[src/rtl/rtcc_pkg.sv]
package rtcc_pkg;
  localparam int FIELD_W  = 8;
  localparam int NUM_REGS = 8;
  localparam int ADDR_W   = $clog2(NUM_REGS);

  typedef logic [FIELD_W-1:0] bcd_t;

  localparam int IX_SEC  = 0;
  localparam int IX_MIN  = 1;
  localparam int IX_HOUR = 2;
  localparam int IX_WDAY = 3;
  localparam int IX_MDAY = 4;
  localparam int IX_MON  = 5;
  localparam int IX_YEAR = 6;
  localparam int IX_CTRL = 7;

  localparam int HALT_BIT = 7;

  function automatic bcd_t bcd_inc(input bcd_t v);
    bcd_t r;
    if (v[3:0] == 4'd9) r = {v[7:4] + 4'd1, 4'd0};
    else                r = {v[7:4], v[3:0] + 4'd1};
    return r;
  endfunction
endpackage

[src/rtl/rtcc_bcd_field.sv]
module rtcc_bcd_field
  import rtcc_pkg::*;
#(
  parameter bcd_t RST_VAL = '0
) (
  input  logic clk_i,
  input  logic rst_n_i,
  input  logic ld_i,
  input  bcd_t ld_val_i,
  input  logic inc_i,
  input  bcd_t lo_i,
  input  bcd_t hi_i,
  output bcd_t q_o,
  output logic carry_o
);
  bcd_t q_q, q_d;
  logic at_top;

  assign at_top = (q_q >= hi_i);

  always_comb begin
    q_d = q_q;
    if (ld_i)        q_d = ld_val_i;
    else if (inc_i)  q_d = at_top ? lo_i : bcd_inc(q_q);
  end

  always_ff @(posedge clk_i or negedge rst_n_i) begin
    if (!rst_n_i) q_q <= RST_VAL;
    else          q_q <= q_d;
  end

  assign q_o     = q_q;
  assign carry_o = inc_i & ~ld_i & at_top;

  // without load or carry-in the byte keeps its value
  p_idle_hold_r3: assert property (@(posedge clk_i) disable iff (!rst_n_i)
    (!ld_i && !inc_i) |=> $stable(q_o));
  // a load always wins over a tick
  p_load_wins_r11: assert property (@(posedge clk_i) disable iff (!rst_n_i)
    ld_i |=> (q_o == $past(ld_val_i)));
  // a wrap returns to the field's low bound
  p_wrap_low_r4: assert property (@(posedge clk_i) disable iff (!rst_n_i)
    carry_o |=> (q_o == $past(lo_i)));
  // the ones digit stays a legal BCD digit
  p_bcd_digit_r4: assert property (@(posedge clk_i) disable iff (!rst_n_i)
    (!ld_i && inc_i && !at_top) |=> (q_o[3:0] <= 4'd9));
endmodule

[src/rtl/rtcc_hour_field.sv]
module rtcc_hour_field
  import rtcc_pkg::*;
(
  input  logic clk_i,
  input  logic rst_n_i,
  input  logic ld_i,
  input  bcd_t ld_val_i,
  input  logic inc_i,
  output bcd_t q_o,
  output logic carry_o
);
  localparam int MODE_BIT = 6;
  localparam int PM_BIT   = 5;

  bcd_t q_q, q_d;
  logic mode12, pm;
  logic [3:0] ones;
  logic [4:0] h12_next;
  logic [5:0] h24_next;
  logic wrap12, wrap24;

  assign mode12 = q_q[MODE_BIT];
  assign pm     = q_q[PM_BIT];
  assign ones   = q_q[3:0];

  always_comb begin
    if (ones == 4'd9) h12_next = {1'b1, 4'd0};
    else              h12_next = {q_q[4], ones + 4'd1};
    if (ones == 4'd9) h24_next = {q_q[5:4] + 2'd1, 4'd0};
    else              h24_next = {q_q[5:4], ones + 4'd1};
  end

  assign wrap12 = mode12 && (q_q[4:0] == 5'h11) && pm;
  assign wrap24 = !mode12 && (q_q[5:0] >= 6'h23);

  always_comb begin
    q_d = q_q;
    if (ld_i) begin
      q_d = ld_val_i;
    end else if (inc_i) begin
      if (mode12) begin
        if (q_q[4:0] == 5'h11)      q_d = {2'b01, ~pm, 5'h12};
        else if (q_q[4:0] == 5'h12) q_d = {2'b01, pm, 5'h01};
        else                        q_d = {2'b01, pm, h12_next};
      end else begin
        if (wrap24) q_d = '0;
        else        q_d = {2'b00, h24_next};
      end
    end
  end

  always_ff @(posedge clk_i or negedge rst_n_i) begin
    if (!rst_n_i) q_q <= '0;
    else          q_q <= q_d;
  end

  assign q_o     = q_q;
  assign carry_o = inc_i & ~ld_i & (wrap12 | wrap24);

  // the format bit only changes through a write
  p_mode_kept_r6: assert property (@(posedge clk_i) disable iff (!rst_n_i)
    !ld_i |=> (q_o[MODE_BIT] == $past(q_o[MODE_BIT])));
  // stepping out of hour 11 flips the PM flag
  p_pm_flip_r6: assert property (@(posedge clk_i) disable iff (!rst_n_i)
    (!ld_i && inc_i && mode12 && q_q[4:0] == 5'h11) |=> (q_o[PM_BIT] != $past(pm)));
  // the 12-hour digits never show zero after a step
  p_no_zero12_r6: assert property (@(posedge clk_i) disable iff (!rst_n_i)
    (!ld_i && inc_i && mode12) |=> (q_o[4:0] != 5'h00));
  // a 24-hour day carry leaves midnight behind
  p_midnight_r5: assert property (@(posedge clk_i) disable iff (!rst_n_i)
    (carry_o && !mode12) |=> (q_o == 8'h00));
endmodule

[src/rtl/rtcc_month_len.sv]
module rtcc_month_len
  import rtcc_pkg::*;
(
  input  bcd_t month_i,
  input  bcd_t year_i,
  output bcd_t last_day_o
);
  logic leap;
  logic [3:0] y_ones;

  assign y_ones = year_i[3:0];

  // A two-digit value is a multiple of 4 when an even tens digit meets
  // ones 0/4/8, or an odd tens digit meets ones 2/6.
  always_comb begin
    if (year_i[4]) leap = (y_ones == 4'd2) || (y_ones == 4'd6);
    else           leap = (y_ones == 4'd0) || (y_ones == 4'd4) || (y_ones == 4'd8);
  end

  always_comb begin
    unique case (month_i)
      8'h02:                      last_day_o = leap ? 8'h29 : 8'h28;
      8'h04, 8'h06, 8'h09, 8'h11: last_day_o = 8'h30;
      default:                    last_day_o = 8'h31;
    endcase
  end
endmodule

[src/rtl/rtcc_calendar.sv]
module rtcc_calendar
  import rtcc_pkg::*;
(
  input  logic              clk_i,
  input  logic              rst_n_i,
  input  logic              tick_i,
  input  logic              wr_en_i,
  input  logic [ADDR_W-1:0] wr_addr_i,
  input  logic [FIELD_W-1:0] wr_data_i,
  output logic [FIELD_W-1:0] sec_o,
  output logic [FIELD_W-1:0] min_o,
  output logic [FIELD_W-1:0] hour_o,
  output logic [FIELD_W-1:0] wday_o,
  output logic [FIELD_W-1:0] mday_o,
  output logic [FIELD_W-1:0] month_o,
  output logic [FIELD_W-1:0] year_o,
  output logic              osc_halt_o
);
  localparam int SYNC_STAGES = 2;

  // reset: asserted at once, released through a short flop chain
  logic [SYNC_STAGES-1:0] rst_sync_q;
  logic rst_n;

  always_ff @(posedge clk_i or negedge rst_n_i) begin
    if (!rst_n_i) rst_sync_q <= '0;
    else          rst_sync_q <= {rst_sync_q[SYNC_STAGES-2:0], 1'b1};
  end
  assign rst_n = rst_sync_q[SYNC_STAGES-1];

  // write decode
  logic [NUM_REGS-1:0] ld;
  for (genvar k = 0; k < NUM_REGS; k++) begin : g_ld
    assign ld[k] = wr_en_i && (wr_addr_i == ADDR_W'(k));
  end

  // run gate
  logic halt_q, halt_d, adv;
  always_comb begin
    halt_d = halt_q;
    if (ld[IX_CTRL]) halt_d = wr_data_i[HALT_BIT];
  end
  always_ff @(posedge clk_i or negedge rst_n) begin
    if (!rst_n) halt_q <= 1'b1;
    else        halt_q <= halt_d;
  end
  assign adv = tick_i & ~halt_q;

  // carry chain
  logic c_sec, c_min, c_hour, c_wday, c_mday, c_mon, c_year;
  bcd_t last_day;

  rtcc_bcd_field #(.RST_VAL(8'h00)) u_sec (
    .clk_i(clk_i), .rst_n_i(rst_n), .ld_i(ld[IX_SEC]), .ld_val_i(wr_data_i),
    .inc_i(adv), .lo_i(8'h00), .hi_i(8'h59), .q_o(sec_o), .carry_o(c_sec));

  rtcc_bcd_field #(.RST_VAL(8'h00)) u_min (
    .clk_i(clk_i), .rst_n_i(rst_n), .ld_i(ld[IX_MIN]), .ld_val_i(wr_data_i),
    .inc_i(c_sec), .lo_i(8'h00), .hi_i(8'h59), .q_o(min_o), .carry_o(c_min));

  rtcc_hour_field u_hour (
    .clk_i(clk_i), .rst_n_i(rst_n), .ld_i(ld[IX_HOUR]), .ld_val_i(wr_data_i),
    .inc_i(c_min), .q_o(hour_o), .carry_o(c_hour));

  rtcc_bcd_field #(.RST_VAL(8'h01)) u_wday (
    .clk_i(clk_i), .rst_n_i(rst_n), .ld_i(ld[IX_WDAY]), .ld_val_i(wr_data_i),
    .inc_i(c_hour), .lo_i(8'h01), .hi_i(8'h07), .q_o(wday_o), .carry_o(c_wday));

  rtcc_month_len u_mlen (
    .month_i(month_o), .year_i(year_o), .last_day_o(last_day));

  rtcc_bcd_field #(.RST_VAL(8'h01)) u_mday (
    .clk_i(clk_i), .rst_n_i(rst_n), .ld_i(ld[IX_MDAY]), .ld_val_i(wr_data_i),
    .inc_i(c_hour), .lo_i(8'h01), .hi_i(last_day), .q_o(mday_o), .carry_o(c_mday));

  rtcc_bcd_field #(.RST_VAL(8'h01)) u_mon (
    .clk_i(clk_i), .rst_n_i(rst_n), .ld_i(ld[IX_MON]), .ld_val_i(wr_data_i),
    .inc_i(c_mday), .lo_i(8'h01), .hi_i(8'h12), .q_o(month_o), .carry_o(c_mon));

  rtcc_bcd_field #(.RST_VAL(8'h00)) u_year (
    .clk_i(clk_i), .rst_n_i(rst_n), .ld_i(ld[IX_YEAR]), .ld_val_i(wr_data_i),
    .inc_i(c_mon), .lo_i(8'h00), .hi_i(8'h99), .q_o(year_o), .carry_o(c_year));

  assign osc_halt_o = halt_q;

  // a halted counter with no write keeps every field
  p_halt_freeze_r3: assert property (@(posedge clk_i) disable iff (!rst_n)
    (halt_q && !wr_en_i) |=> ($stable(sec_o) && $stable(min_o) && $stable(hour_o)
      && $stable(mday_o) && $stable(month_o) && $stable(year_o) && $stable(wday_o)));
  // weekday and day of month step on the same edge
  p_wday_follows_r7: assert property (@(posedge clk_i) disable iff (!rst_n)
    (c_hour && !wr_en_i) |=> (wday_o != $past(wday_o)) && (mday_o != $past(mday_o)));
  // weekday wraps from 07 to 01
  p_wday_wrap_r7: assert property (@(posedge clk_i) disable iff (!rst_n)
    c_wday |=> (wday_o == 8'h01));
  // the century wrap lands on 00
  p_century_r10: assert property (@(posedge clk_i) disable iff (!rst_n)
    c_year |=> (year_o == 8'h00));
  // new month starts on day 01
  p_month_step_r8: assert property (@(posedge clk_i) disable iff (!rst_n)
    c_mday |=> (mday_o == 8'h01));
  // a loaded minute byte passes no carry upward
  p_no_carry_past_load_r11: assert property (@(posedge clk_i) disable iff (!rst_n)
    (ld[IX_MIN] && !ld[IX_HOUR]) |=> $stable(hour_o));
endmodule

[config.mk]
export PLATFORM = sky130hd
export DESIGN_NAME = rtcc_calendar
export DESIGN_NICKNAME = d
export VERILOG_FILES = /design/src/rtl/rtcc_pkg.sv /design/src/rtl/rtcc_bcd_field.sv /design/src/rtl/rtcc_hour_field.sv /design/src/rtl/rtcc_month_len.sv /design/src/rtl/rtcc_calendar.sv
export SDC_FILE = /design/constraint.sdc
export NUM_CORES = 1
export LEC_CHECK = 0
export BUFFER_PORTS_ARGS = -buffer_cell sky130_fd_sc_hd__buf_2
export CAP_MARGIN = 10
export CELL_PAD_IN_SITES_DETAIL_PLACEMENT = 0
export CELL_PAD_IN_SITES_GLOBAL_PLACEMENT = 1
export CORE_MARGIN = 2
export CORE_UTILIZATION = 46
export DETAILED_ROUTE_END_ITERATION = 7
export GPL_ROUTABILITY_DRIVEN = 0
export GPL_TIMING_DRIVEN = 0
export HOLD_SLACK_MARGIN = 0.08
export PLACE_DENSITY = 0.95
export SLEW_MARGIN = 0
export SYNTH_ARGS = -nofsm -noshare
export SYNTH_HDL_FRONTEND = slang
export SYNTH_SLANG_ARGS = --single-unit
[constraint.sdc]
create_clock -name clk_i -period 4.1 [get_ports clk_i]
set_input_delay 0.82 -clock clk_i [delete_from_list [all_inputs] [get_ports clk_i]]
set_output_delay 0.82 -clock clk_i [all_outputs]
set_load 0.02 [all_outputs]
======== Word-level counts from Yosys, hierarchy flattened ========
Cells that the tools add are included.
storage, ports and cells
  register bits ........................... 59
  latch bits .............................. 0
  bits in writable memories ............... 0
  ROM bits ................................ 0
  input bits .............................. 15
  output and inout port bits .............. 57
  word-level logic and storage cells ...... 159
  memories ................................ 0
operators by class
  add/subtract/negate cells ............... 14
  multipliers ............................. 0
  div/mod/pow operators ................... 0
  $lt $le $gt $ge ......................... 7
  equal/unequal tests ..................... 27
  shift operators ......................... 0
  mux-type cells .......................... 35
  bitwise logic cells ..................... 19
  reductions and logical operators ........ 40
operator list
  cell                                                                    count
  8-bit two-way mux                                                       28
  4-bit by 1-bit adder with 4-bit output (second input constant)          13
  4-bit == test (second input constant)                                   8
  3-bit nonzero test                                                      6
  8-bit by 3-bit == test with 1-bit output (second input constant)        2
  8-bit by 7-bit >= comparator with 1-bit output (second input constant)  2
  8-bit one-hot mux with 2 select lines                                   1
  2-bit nonzero test                                                      7
  3-bit == test (second input constant)                                   4
  6-bit two-way mux                                                       2
  2-bit AND reduction                                                     6
  1-bit bitwise AND                                                       11
  1-bit logical AND                                                       11
  5-bit == test (second input constant)                                   2
  5-bit two-way mux                                                       2
  4-bit by 3-bit == test with 1-bit output (second input constant)        2
  8-bit by 2-bit == test with 1-bit output (second input constant)        1
  8-bit by 4-bit == test with 1-bit output (second input constant)        1
  8-bit by 5-bit == test with 1-bit output (second input constant)        1
  8-bit by 3-bit >= comparator with 1-bit output (second input constant)  1
  8-bit by 5-bit >= comparator with 1-bit output (second input constant)  1
  8-bit >= comparator                                                     1
  8-bit >= comparator (second input constant)                             1
  1-bit NOT                                                               7
  other kinds (16)                                                        21

======== Depth between registers and ports, before layout ========
Gate-level depths: netlist (run 1).
  word-level depth ........................ 15
  depth in mapped cells ................... 13
  gate-level depth less buffers ........... 12

======== Cells and area by module ========
Synthesis (run 1) repeated with hierarchy kept, for this count alone.
unflattened totals
  cell total of the unflattened synthesis .. 683
  area, all modules ....................... 5884.4 µm²
modules (own cells, without submodules)
  module                       instances  cells each  area an instance (µm²)  seq. area each (µm²)
  rtcc_bcd_field (u_mday ...)  3          95          818.3                   201.4
  rtcc_bcd_field (u_min ...)   3          95          817.0                   200.2
  rtcc_hour_field              1          73          669.4                   200.2
  rtcc_calendar                1          20          166.4                   76.3
  rtcc_month_len               1          20          142.6                   0.0

======== Worst setup path after synthesis (run 1) ========
OpenSTA, ideal clock, no wires.
  path kind ............................... register -> register
  from .................................... register u_mon.q_q[4], in the netlist u_mon.q_o[4]
  to ...................................... register u_year.q_q[5], in the netlist u_year.q_o[5]
  setup time .............................. 126 ps
  arrival ................................. 3102 ps
  data required time ...................... 3974 ps
  slack ................................... 872 ps
  stages on the path, launching flop included .. 14
  path buffers ............................ 1
  clock period less this slack ............ 3228 ps
  cells stage by stage .................... dfrtp_1 -> inv_1 -> ha_1 -> mux2_2 -> a32oi_1 -> o32a_1 -> ha_1 -> or4b_1 -> a211oi_2 -> a21oi_1 -> nand3_1 -> buf_4 -> nor3_1 -> a221o_1
between the ends
  word-level cells in the longest chain between the ends .. 9
  elaborated cells on any way between the ends .. 14
  those cells by class .................... order compare (2); eq/ne (5); mux (1); bitwise (3); reduce/logical (3)
RTL lines
  what                                                              line                  text
  start: declaration                                                rtcc_bcd_field.sv:16  bcd_t q_q, q_d;
  start signal: assignment                                          rtcc_bcd_field.sv:29  else q_q <= q_d;
  8-bit by 3-bit == test with 1-bit output (tied with other cells)  rtcc_month_len.sv:21  unique case (month_i)
  4-bit OR reduction                                                rtcc_month_len.sv:21
  8-bit one-hot mux with 2 select lines                             rtcc_month_len.sv:21
  8-bit >= comparator                                               rtcc_bcd_field.sv:19  assign at_top = (q_q >= hi_i);
  1-bit bitwise AND (2 in a row)                                    rtcc_bcd_field.sv:33  assign carry_o = inc_i & ~ld_i & at_top;
  1-bit bitwise AND (*)                                             rtcc_bcd_field.sv:33
  2-bit nonzero test (no source line) (*)                           --
  2-bit AND reduction (no source line) (*)                          --
  end signal: assignment                                            rtcc_bcd_field.sv:29
  end: declaration                                                  rtcc_bcd_field.sv:16
Mark *: on every way between the ends. The rest lies on a longest branch, timed or not.
A chain may end at the register's enable or synchronous reset.

======== Final worst setup path (run 1) ========
  from .................................... register u_mon.q_q[5], in the netlist u_mon.q_o[5]
  to ...................................... register u_year.q_q[5], in the netlist u_year.q_o[5]
The elaborated chain is that of the path after synthesis.

==> results of run 1 <==
-- layout make-up --
| class | instances | area, um2 | share of cell area [%] |
|---|---|---|---|
| buffer | 24 | 115 | 2.42 |
| clock buffer | 14 | 163 | 3.43 |
| clock inverter | 2 | 10.0 | 0.211 |
| inverter | 24 | 90.1 | 1.90 |
| multi-input combinational | 365 | 2390 | 50.4 |
| sequential | 59 | 1480 | 31.2 |
| tap | 108 | 135 | 2.85 |
| timing repair buffer | 69 | 360 | 7.59 |
-- synth_stat cells (6+ instances only) --
library cell,n
a211oi_1,7
a21oi_1,29
or3_1,10
dfrtp_1,55
a22o_1,6
nor2_1,33
o21ai_0,40
nor2b_1,8
o211ai_1,8
nor3_1,10
nand2_1,53
nand3_1,24
ha_1,22
a31oi_1,6
clkbuf_1,14
inv_1,24
-- critical path, stage by stage, from the launching register on --
cell and delay [ns]:
dfrtp_1 0.44, inv_1 0.10, ha_1 0.15, nor3b_1 0.28, a32oi_1 0.10, o32a_1 0.32
ha_1 0.26, or4b_1 0.53, a211oi_2 0.37, a21oi_1 0.19, nand3_1 0.22, buf_4 0.21
nor3_1 0.06, a221o_1 0.26
-- kinds of logic (layout without fill, tap and decap cells) --
logic type / after synthesis / in the layout / share of synthesized area (%)
DFF: 59 / 59 / 36.3
buffers and inverters: 48 / 133 / 5.03
other: 1 / 1 / 0.0919
adders and majority gates: 22 / 22 / 6.75
AOI/OAI and AO/OA: 144 / 144 / 24.4
and+or+nand+nor: 188 / 188 / 25.1
muxes: 4 / 4 / 1.07
xor gates and xnor gates: 6 / 6 / 1.29
-- power by group through the flow --
stage	clock network, mW	logic (mW)	registers [mW]
4_1_cts	0.492	1.11	0.986
3_5_place_dp	0	1.11	0.995
3_3_place_gp	0	1.07	0.988
5_1_grt	0.520	1.24	1.03
2_1_floorplan	0	0.591	1.14
6_report	0.479	1.11	0.990
-- worst max-delay path by stage --
stage / start / endpoint / cells past startpoint / slack (ns)
finish: u_mon.q_o[5] / u_year.q_o[5] / 13 / 0.47
global route: u_mon.q_o[4] / u_year.q_o[5] / 13 / 0.23
CTS: u_mon.q_o[5] / u_year.q_o[5] / 13 / 0.45
detailed placement: u_mon.q_o[5] / u_year.q_o[5] / 13 / 0.47
global placement: u_mon.q_o[4] / u_year.q_o[5] / 13 / 0.54
floorplan: u_mon.q_o[4] / u_year.q_o[5] / 13 / 0.87
-- state kept, by name (all words and copies together) (netlist names) --
register,cells
u_hour.q_o,8
u_mday.q_o,8
u_min.q_o,8
u_mon.q_o,8
u_sec.q_o,8
u_wday.q_o,8
u_year.q_o,8
rst_sync_q,2
osc_halt_o,1
-- per-layer routing --
| layer | vias up | wire length (um) | track usage [%] |
|---|---|---|---|
| li1 | 1918 | - | - |
| met1 | 1953 | 5270 | 35.0 |
| met2 | 150 | 5400 | 39.5 |
| met3 | 22 | 691 | 2.72 |
| met4 | 0 | 258 | 10.9 |
| met5 | - | 0 | 0 |
-- through the flow --
stage / hold slack, ns / utilization, % / std cells / power (mW) / setup slack [ns]
floorplan: 0.331 / - / 472 / 1.73 / 0.872
global route: 0.244 / 54.7 / 665 / 2.79 / 0.230
detailed placement: 0.348 / 52.7 / 649 / 2.10 / 0.474
global placement: 0.341 / 52.5 / 648 / 2.06 / 0.538
finish: 0.255 / 54.7 / 665 / 2.58 / 0.468
CTS: 0.243 / 54.7 / 665 / 2.59 / 0.453
-- layout by cell type, fill, tap and decap left out, types with 4 or more instances in the layout --
master     n
or3_1     10
a32oi_1    5
dfrtp_1   54
clkbuf_8  11
a211oi_1   7
nand2_1   53
nand4_1    5
o21ai_0   40
dfstp_2    4
ha_1      22
and3_1     5
nor2b_1    8
a22o_1     6
nor2_1    33
nand4b_1   4
or4_1      5
o211ai_1   8
a21oi_1   29
buf_2     73
nor3_1    10
clkbuf_1  17
nand3_1   24
nor3b_1    5
a22oi_1    4
a31oi_1    6
inv_1     24
==> results.yml, run 1 <==
die:
  start_util_pct: 47.0
  pin_count: 72
  die_height_um: 98.2
  core_area_um2: 8680
  rows: 34
  die_area_um2: 9640
  die_x_um: 98.2
worst_setup_path:
  worstSetupPathType: "flop to flop"
  timing.rr.end: "u_year.q_o[5]"
  critical_path_peak_fanout: 10
  r2r_slack_ns: 0.47
  end_kind: "flop"
  worst_ep_arrival_time_ns: 3.86
  r2r_start: "u_mon.q_o[5]"
  ff2ff_path_depth: 13
  start_kind: "flop"
  required_ns: 4.32
layout:
  layout-drive-gt1-share_pct: 20.8
  syn_to_final_growth_pct: 16.4
  fill_cells: 844
  num-nets-final: 589
  final_area_um2: 4750
  num_antenna_cells: 0
synthesis:
  syn-instance-count: 472
  ys_ff_latch: 59
  yosysTopAreaCellShare_pct: 33.7
  async_flop_share_pct: 100
  ys.flop_type: "dfrtp_1"
  synth_top_cell_by_area: "dfrtp_1"
  synth-seq-area-share_pct: 36.3
  synth_edf_count: 0
  synthTopCellsByArea: "dfrtp_1 (34%), ha_1 (6.7%), o21ai_0 (4.9%)"
  synth_cell_types: 79
  synth-warning-count: 0
  syn_avg_cell_area_um2: 8.64
  synthesis.area_um2: 4080
  syn_nets: 509
placed_design:
  portBuffers: 68
  placed_cell_area_um2: 4580
  hpwlAfterDp_um: 8200
clock_tree:
  clock_sinks: 59
  cts.path.max_buffers: 2
  cts_made_buffers: 9
  cts-root-buf: "clkbuf_8"
  holdBufCountCts: 0
  clk_pin_slew_ns: 0.07
  insertion_delay_ns: 0.34
  postCtsSetupBuffers: 0
  htreeDepth: 3
  cts_resized: 0
  cts_tree: "yes"
status:
  status: "finished, final reports clean"
sta:
  tightestPinTransition_ns: 0.758
  setup_viol: 0
  hold_violations: 0
  maxSlewViolCount: 0
  post-route-period-util_pct: 88.6
  fin_tns_setup_ns: 0
  grt_setup_unrepaired: "false"
  max_freq_mhz: 275
  slew_headroom_pct: 49.5
  clock_skew_ns: 0.00959
  period_needed_ns: 3.63
route:
  drt_first_pass_iters: 4
  detail_route.vias_per_cell: 6.08
  dr_total_vias: 4043
  drt_iter0_markers: 290
  wirelength_um: 11600
  wl_per_cell_um: 17.5
  detail-route-antenna-nets: 0
  drc: 0
global_routing:
  grt_usage_pct: 25.0
  grt_max_degree: 33
  grt_antenna_before_repair: 0
  grt-ovfl-total: 0
  grt_pass1_vias: 3939
  grt_pass1_wl_um: 19500
power_and_ir_drop:
  pwr-share-clk_pct: 18.5
  seqPwrFrac_pct: 38.3
  p_int_mw: 1.43
  powerDensity_nw_per_um2: 544
  swShare_pct: 44.8
  ir_drop_mv: 0.227
  switchingPower_mw: 1.16
  leakage_nw: 2.10
  combPwrFrac_pct: 43.1
run:
  drv_cap: 0
worst_hold_path:
  holdCritPathClass: "input port to asynchronous set/reset pin"
Note: power is estimated with default switching activity, not from simulation.
==> inputs of run 2 (changes only) <==
--- a/config.mk
+++ b/config.mk
@@ -7,10 +7,10 @@
 export LEC_CHECK = 0
 export BUFFER_PORTS_ARGS = -buffer_cell sky130_fd_sc_hd__buf_2
 export CAP_MARGIN = 10
-export CELL_PAD_IN_SITES_DETAIL_PLACEMENT = 0
-export CELL_PAD_IN_SITES_GLOBAL_PLACEMENT = 1
+export CELL_PAD_IN_SITES_DETAIL_PLACEMENT = 2
+export CELL_PAD_IN_SITES_GLOBAL_PLACEMENT = 2
 export CORE_MARGIN = 2
-export CORE_UTILIZATION = 46
+export CORE_UTILIZATION = 36
 export DETAILED_ROUTE_END_ITERATION = 7
 export GPL_ROUTABILITY_DRIVEN = 0
 export GPL_TIMING_DRIVEN = 0
==> results.yml, run 2 (synthesis results as in run 1) <==
status:
  status: "finished, final reports clean"
worst_setup_path:
  worstSetupPathType: "flop to flop"
  end_kind: "flop"
  critical_path_peak_fanout: 10
  start_kind: "flop"
  required_ns: 4.32
  r2r_slack_ns: 0.33
  ff2ff_path_depth: 13
  timing.rr.end: "u_year.q_o[5]"
  r2r_start: "u_mon.q_o[5]"
  startpoint: "u_mon.q_o[5]"
  worst_ep_arrival_time_ns: 3.99
die:
  core_area_um2: 10900
  die_x_um: 110
  start_util_pct: 37.3
  rows: 38
  pin_count: 72
  die_height_um: 110
  die_area_um2: 12200
global_routing:
  grt_usage_pct: 29.1
  grt_pass1_wl_um: 28100
  grt_antenna_before_repair: 0
  grt_pass1_vias: 4832
  grt_max_degree: 39
  grt-ovfl-total: 0
clock_tree:
  postCtsSetupBuffers: 0
  clock_sinks: 59
  cts.path.max_buffers: 2
  clk_pin_slew_ns: 0.06
  insertion_delay_ns: 0.34
  cts_resized: 0
  cts-root-buf: "clkbuf_16"
  htreeDepth: 3
  cts_made_buffers: 9
  cts_tree: "yes"
  holdBufCountCts: 0
sta:
  tightestPinTransition_ns: 0.713
  slew_headroom_pct: 51.8
  fin_tns_setup_ns: 0
  max_freq_mhz: 265
  grt_setup_unrepaired: "false"
  period_needed_ns: 3.77
  setup_viol: 0
  clock_skew_ns: 0.00659
  hold_violations: 0
  maxSlewViolCount: 0
  post-route-period-util_pct: 92.0
route:
  drt_iter0_markers: 229
  detail_route.vias_per_cell: 6.23
  wirelength_um: 17500
  wl_per_cell_um: 25.1
  drt_first_pass_iters: 4
  detail-route-antenna-nets: 0
  drc: 0
  dr_total_vias: 4335
layout:
  num-nets-final: 589
  layout-drive-gt1-share_pct: 20.9
  num_antenna_cells: 0
  seqCellArea_um2: 1480
  fill_cells: 1226
  syn_to_final_growth_pct: 19.6
  final_common_cell: "buf_2"
  multi_input_area_um2: 2390
  most-common-layout-cells: "buf_2 (73), dfrtp_1 (54), nand2_1 (53)"
power_and_ir_drop:
  ir_drop_mv: 0.278
  p_total_mw: 2.96
  powerDensity_nw_per_um2: 606
  leakage_nw: 2.14
run:
  drv_cap: 0
placed_design:
  portBuffers: 68
  hpwlAfterDp_um: 11800
worst_hold_path:
  holdCritPathClass: "flop to asynchronous set/reset pin"
==> run 2: changes by cell type in the layout (fill, tap and decap cells not counted) <==
cell and change:
clkbuf_8 -10, clkinv_2 +1, clkbuf_16 +9, clkbuf_1 -1
==> run 2: worst max path at each step <==
stage	endpoint	slack [ns]	cells after the start
6_report	u_year.q_o[5]	0.33	13
5_1_grt	u_year.q_o[5]	0.16	13
4_1_cts	u_year.q_o[5]	0.32	13
3_5_place_dp	u_year.q_o[5]	0.37	13
3_3_place_gp	u_year.q_o[5]	0.49	13
2_1_floorplan	u_year.q_o[5]	0.87	13
==> run 2: layout make-up <==
cell class                      count  share of cell area [%]
Multi-Input combinational cell    365                    49.1
Sequential cell                    59                    30.4
Timing Repair Buffer               69                    7.39
Clock buffer                       12                    5.05
Tap cell                          140                    3.59
Buffer                             24                    2.36
Inverter                           24                    1.85
Clock inverter                      3                   0.308
==> run 2: through the flow <==
| step | cell area (um2) | setup WS (ns) | std cells | util, % | hold slack (ns) |
|---|---|---|---|---|---|
| 5_1_grt | 4880 | 0.157 | 696 | 44.6 | 0.246 |
| 3_3_place_gp | 4590 | 0.490 | 680 | 42.0 | 0.342 |
| 6_report | 4880 | 0.329 | 696 | 44.6 | 0.236 |
| 4_1_cts | 4880 | 0.316 | 696 | 44.6 | 0.248 |
| 3_5_place_dp | 4620 | 0.366 | 681 | 42.2 | 0.257 |
| 2_1_floorplan | 4080 | 0.872 | 472 | - | 0.331 |
==> run 2: power breakdown <==
group | leakage, nW | switching [mW] | internal [mW]
clock | 0.132 | 0.288 | 0.419
sequential | 0.710 | 0.275 | 0.746
combinational | 1.30 | 0.794 | 0.433
total | 2.14 | 1.36 | 1.60
==> run 2: layer usage <==
| layer | global-route usage (%) | routed length [um] | vias to the layer above |
|---|---|---|---|
| li1 | - | - | 1910 |
| met1 | 35.2 | 7040 | 2248 |
| met2 | 50.1 | 8860 | 134 |
| met3 | 6.04 | 967 | 43 |
| met4 | 12.6 | 633 | 0 |
| met5 | 0 | 0 | - |
==> run 2: worst max-delay path: stages, from the launching register on <==
cell      delay, ns
dfrtp_1        0.43
inv_1          0.10
ha_1           0.16
nor3b_1        0.28
a32oi_1        0.11
o32a_1         0.32
ha_1           0.26
or4b_1         0.54
a211oi_2       0.43
a21oi_1        0.20
nand3_1        0.24
buf_4          0.23
nor3_1         0.07
a221o_1        0.26
==> inputs of run 3 (changes only) <==
--- a/config.mk
+++ b/config.mk
@@ -5,12 +5,13 @@
 export SDC_FILE = /design/constraint.sdc
 export NUM_CORES = 1
 export LEC_CHECK = 0
+export ABC_AREA = 1
 export BUFFER_PORTS_ARGS = -buffer_cell sky130_fd_sc_hd__buf_2
 export CAP_MARGIN = 10
 export CELL_PAD_IN_SITES_DETAIL_PLACEMENT = 2
 export CELL_PAD_IN_SITES_GLOBAL_PLACEMENT = 2
 export CORE_MARGIN = 2
-export CORE_UTILIZATION = 36
+export CORE_UTILIZATION = 34
 export DETAILED_ROUTE_END_ITERATION = 7
 export GPL_ROUTABILITY_DRIVEN = 0
 export GPL_TIMING_DRIVEN = 0
==> results.yml, run 3 <==
route:
  top_layer: "met5"
  dr_total_vias: 4249
  detail_route.vias_per_cell: 5.72
  drt_first_pass_iters: 7
  wirelength_um: 18000
  wl_per_cell_um: 24.2
  wl_met3_um: 807
  detail-route-antenna-nets: 0
  wl_met2_um: 9190
  drt-met1-wl_um: 7130
  drt_iter0_markers: 179
  drc: 0
worst_setup_path:
  cp_top_family: "simple AND/OR/NAND/NOR gates"
  end_kind: "flop"
  start_kind: "flop"
  critical_path_peak_fanout: 5
  worst_ep_arrival_time_ns: 3.75
  crit_slowest_cell: "nor3_1"
  critPathBufInv: 3
  cp_cell_sequence: "inv_1, ha_1, nand2_1, nor3_1, inv_1, ha_1, inv_1, nor2_1, nand2_1, a21o_1, nand2_1, nor2_1, nand2_1, nor2_1, o21ai_0, o21ai_0"
  required_ns: 4.34
  worstSetupPathType: "flop to flop"
  slowest_delay_ns: 0.51
  crit_path_frequent_cell: "nand2_1"
synthesis:
  ys.flop_type: "dfrtp_1"
  synth_top_cell_by_area: "dfrtp_1"
  synth-warning-count: 0
  async_flop_share_pct: 100
  synthTopCellsByCount: "nand2_1 (110), inv_1 (71), dfrtp_1 (55)"
  syn_avg_cell_area_um2: 7.60
  syn_nets: 549
  synthTopCellsByArea: "dfrtp_1 (35%), nand2_1 (11%), ha_1 (7.1%)"
  yosysTopAreaCellShare_pct: 35.4
  syn-instance-count: 512
  ys_ff_latch: 59
  synthesis.area_um2: 3890
  yosysMostFrequentCell: "nand2_1"
  synth_edf_count: 0
  synth-seq-area-share_pct: 38.1
  synth_cell_types: 43
placed_design:
  portBuffers: 71
  dp_cells: 727
  hpwlAfterDp_um: 11600
layout:
  num_antenna_cells: 0
  final-instance-count-excl-fill: 743
  multi_input_area_um2: 2100
  postLayoutCoreUtil_pct: 41.9
  layout-drive-gt1-share_pct: 20.3
  final_common_cell: "nand2_1"
  seqCellArea_um2: 1480
  num-nets-final: 632
  most-common-layout-cells: "nand2_1 (110), buf_2 (72), inv_1 (71)"
  fill_cells: 1294
  syn_to_final_growth_pct: 21.3
clock_tree:
  htreeDepth: 3
  cts_made_buffers: 9
  insertion_delay_ns: 0.35
  cts-root-buf: "clkbuf_16"
  postCtsSetupBuffers: 0
  cts_resized: 0
  cts.path.max_buffers: 2
  clk_pin_slew_ns: 0.05
  cts_tree: "yes"
  holdBufCountCts: 0
  clock_sinks: 59
global_routing:
  grt_antenna_before_repair: 1
  grt_pass1_wl_um: 28600
  grt_usage_pct: 30.2
  grt-ovfl-total: 0
  grt_max_degree: 36
  grt_pass1_vias: 4905
die:
  die_area_um2: 12300
  die_x_um: 111
  pin_count: 72
  die_height_um: 111
  core_area_um2: 11300
  start_util_pct: 34.5
  rows: 39
sta:
  post-route-period-util_pct: 85.7
  maxSlewViolCount: 0
  tightestPinTransition_ns: 0.733
  fin_tns_setup_ns: 0
  hold_violations: 0
  period_needed_ns: 3.51
  max_freq_mhz: 285
  slew_headroom_pct: 50.7
  clock_skew_ns: 0.0107
  grt_setup_unrepaired: "false"
  setup_viol: 0
worst_hold_path:
  holdCritPathClass: "input port to asynchronous set/reset pin"
status:
  status: "finished, final reports clean"
power_and_ir_drop:
  powerDensity_nw_per_um2: 674
  swShare_pct: 48.4
  pwr-share-clk_pct: 23.0
  leakage_nw: 2.35
  p_int_mw: 1.64
  switchingPower_mw: 1.54
  combPwrFrac_pct: 43.5
  seqPwrFrac_pct: 33.5
  ir_drop_mv: 0.320
run:
  drv_cap: 0
==> run 3: final cells by class <==
type	count	share of cell area, %
inverters	76	6.04
multi-input cells	373	44.5
clock buffers	13	5.51
clock inverters	3	0.318
well taps	143	3.79
plain buffers	4	0.503
repair buffers	72	7.95
flip-flops and latches	59	31.4
==> run 3: metal layers <==
metal | up-vias | GRT usage (%)
met5 | - | 0
met4 | 2 | 17.6
met3 | 65 | 5.69
met2 | 129 | 53.0
met1 | 2174 | 34.2
li1 | 1879 | -
==> run 3: worst register-to-register path, cell delays in order (launching register included) <==
cell     delay [ns]
dfrtp_1        0.46
inv_1          0.14
ha_1           0.18
nand2_1        0.08
nor3_1         0.51
inv_1          0.14
ha_1           0.33
inv_1          0.09
nor2_1         0.06
nand2_1        0.09
a21o_1         0.14
nand2_1        0.08
nor2_1         0.25
nand2_1        0.13
nor2_1         0.37
o21ai_0        0.22
o21ai_0        0.15
==> run 3: power by group through the flow <==
| stage | sequential, mW | clock [mW] | combinational, mW |
|---|---|---|---|
| detailed placement | 1.05 | 0 | 1.30 |
| finish | 1.06 | 0.733 | 1.38 |
| CTS | 1.06 | 0.740 | 1.38 |
| global route | 1.09 | 0.761 | 1.51 |
| global placement | 1.03 | 0 | 1.18 |
| floorplan | 1.21 | 0 | 0.626 |
==> run 3: logic make-up (layout without fill, tap and decap cells) <==
logic type      after synthesis  count (layout)  synth area share [%]
other cells                   1               1                0.0963
flops                        59              59                  38.1
compound gates              107             107                  16.7
simple gates                231             231                  27.4
xor+xnor                     12              12                  2.70
fa+ha+maj                    22              22                  7.07
buf+inv                      80             168                  7.94
==> run 3: through the flow <==
stage                     hold slack [ns]  power (mW)  instance area, um2  worst slack [ns]
after floorplan                     0.331        1.83                3890              1.40
after global placement              0.341        2.21                4430              1.08
after detailed placement            0.281        2.35                4450             0.868
after CTS                           0.245        3.18                4720             0.638
after global routing                0.257        3.36                4720             0.285
final                               0.250        3.18                4720             0.586
==> run 3: path summary, 6_finish.rpt <==
path                          startpoint            end  slack, ns  cells past startpoint
setup / recovery            u_mon.q_o[4]  u_mday.q_o[7]       0.59                     16
hold / removal                   rst_n_i  rst_sync_q[0]       0.25                      1
setup reg to reg            u_mon.q_o[4]  u_mday.q_o[7]       0.59                     16
hold reg to reg            rst_sync_q[1]   u_min.q_o[5]       0.26                      0
max in group asynchronous  rst_sync_q[1]  u_wday.q_o[0]       3.16                      1
min in group clk_i         rst_sync_q[0]  rst_sync_q[1]       0.36                      0
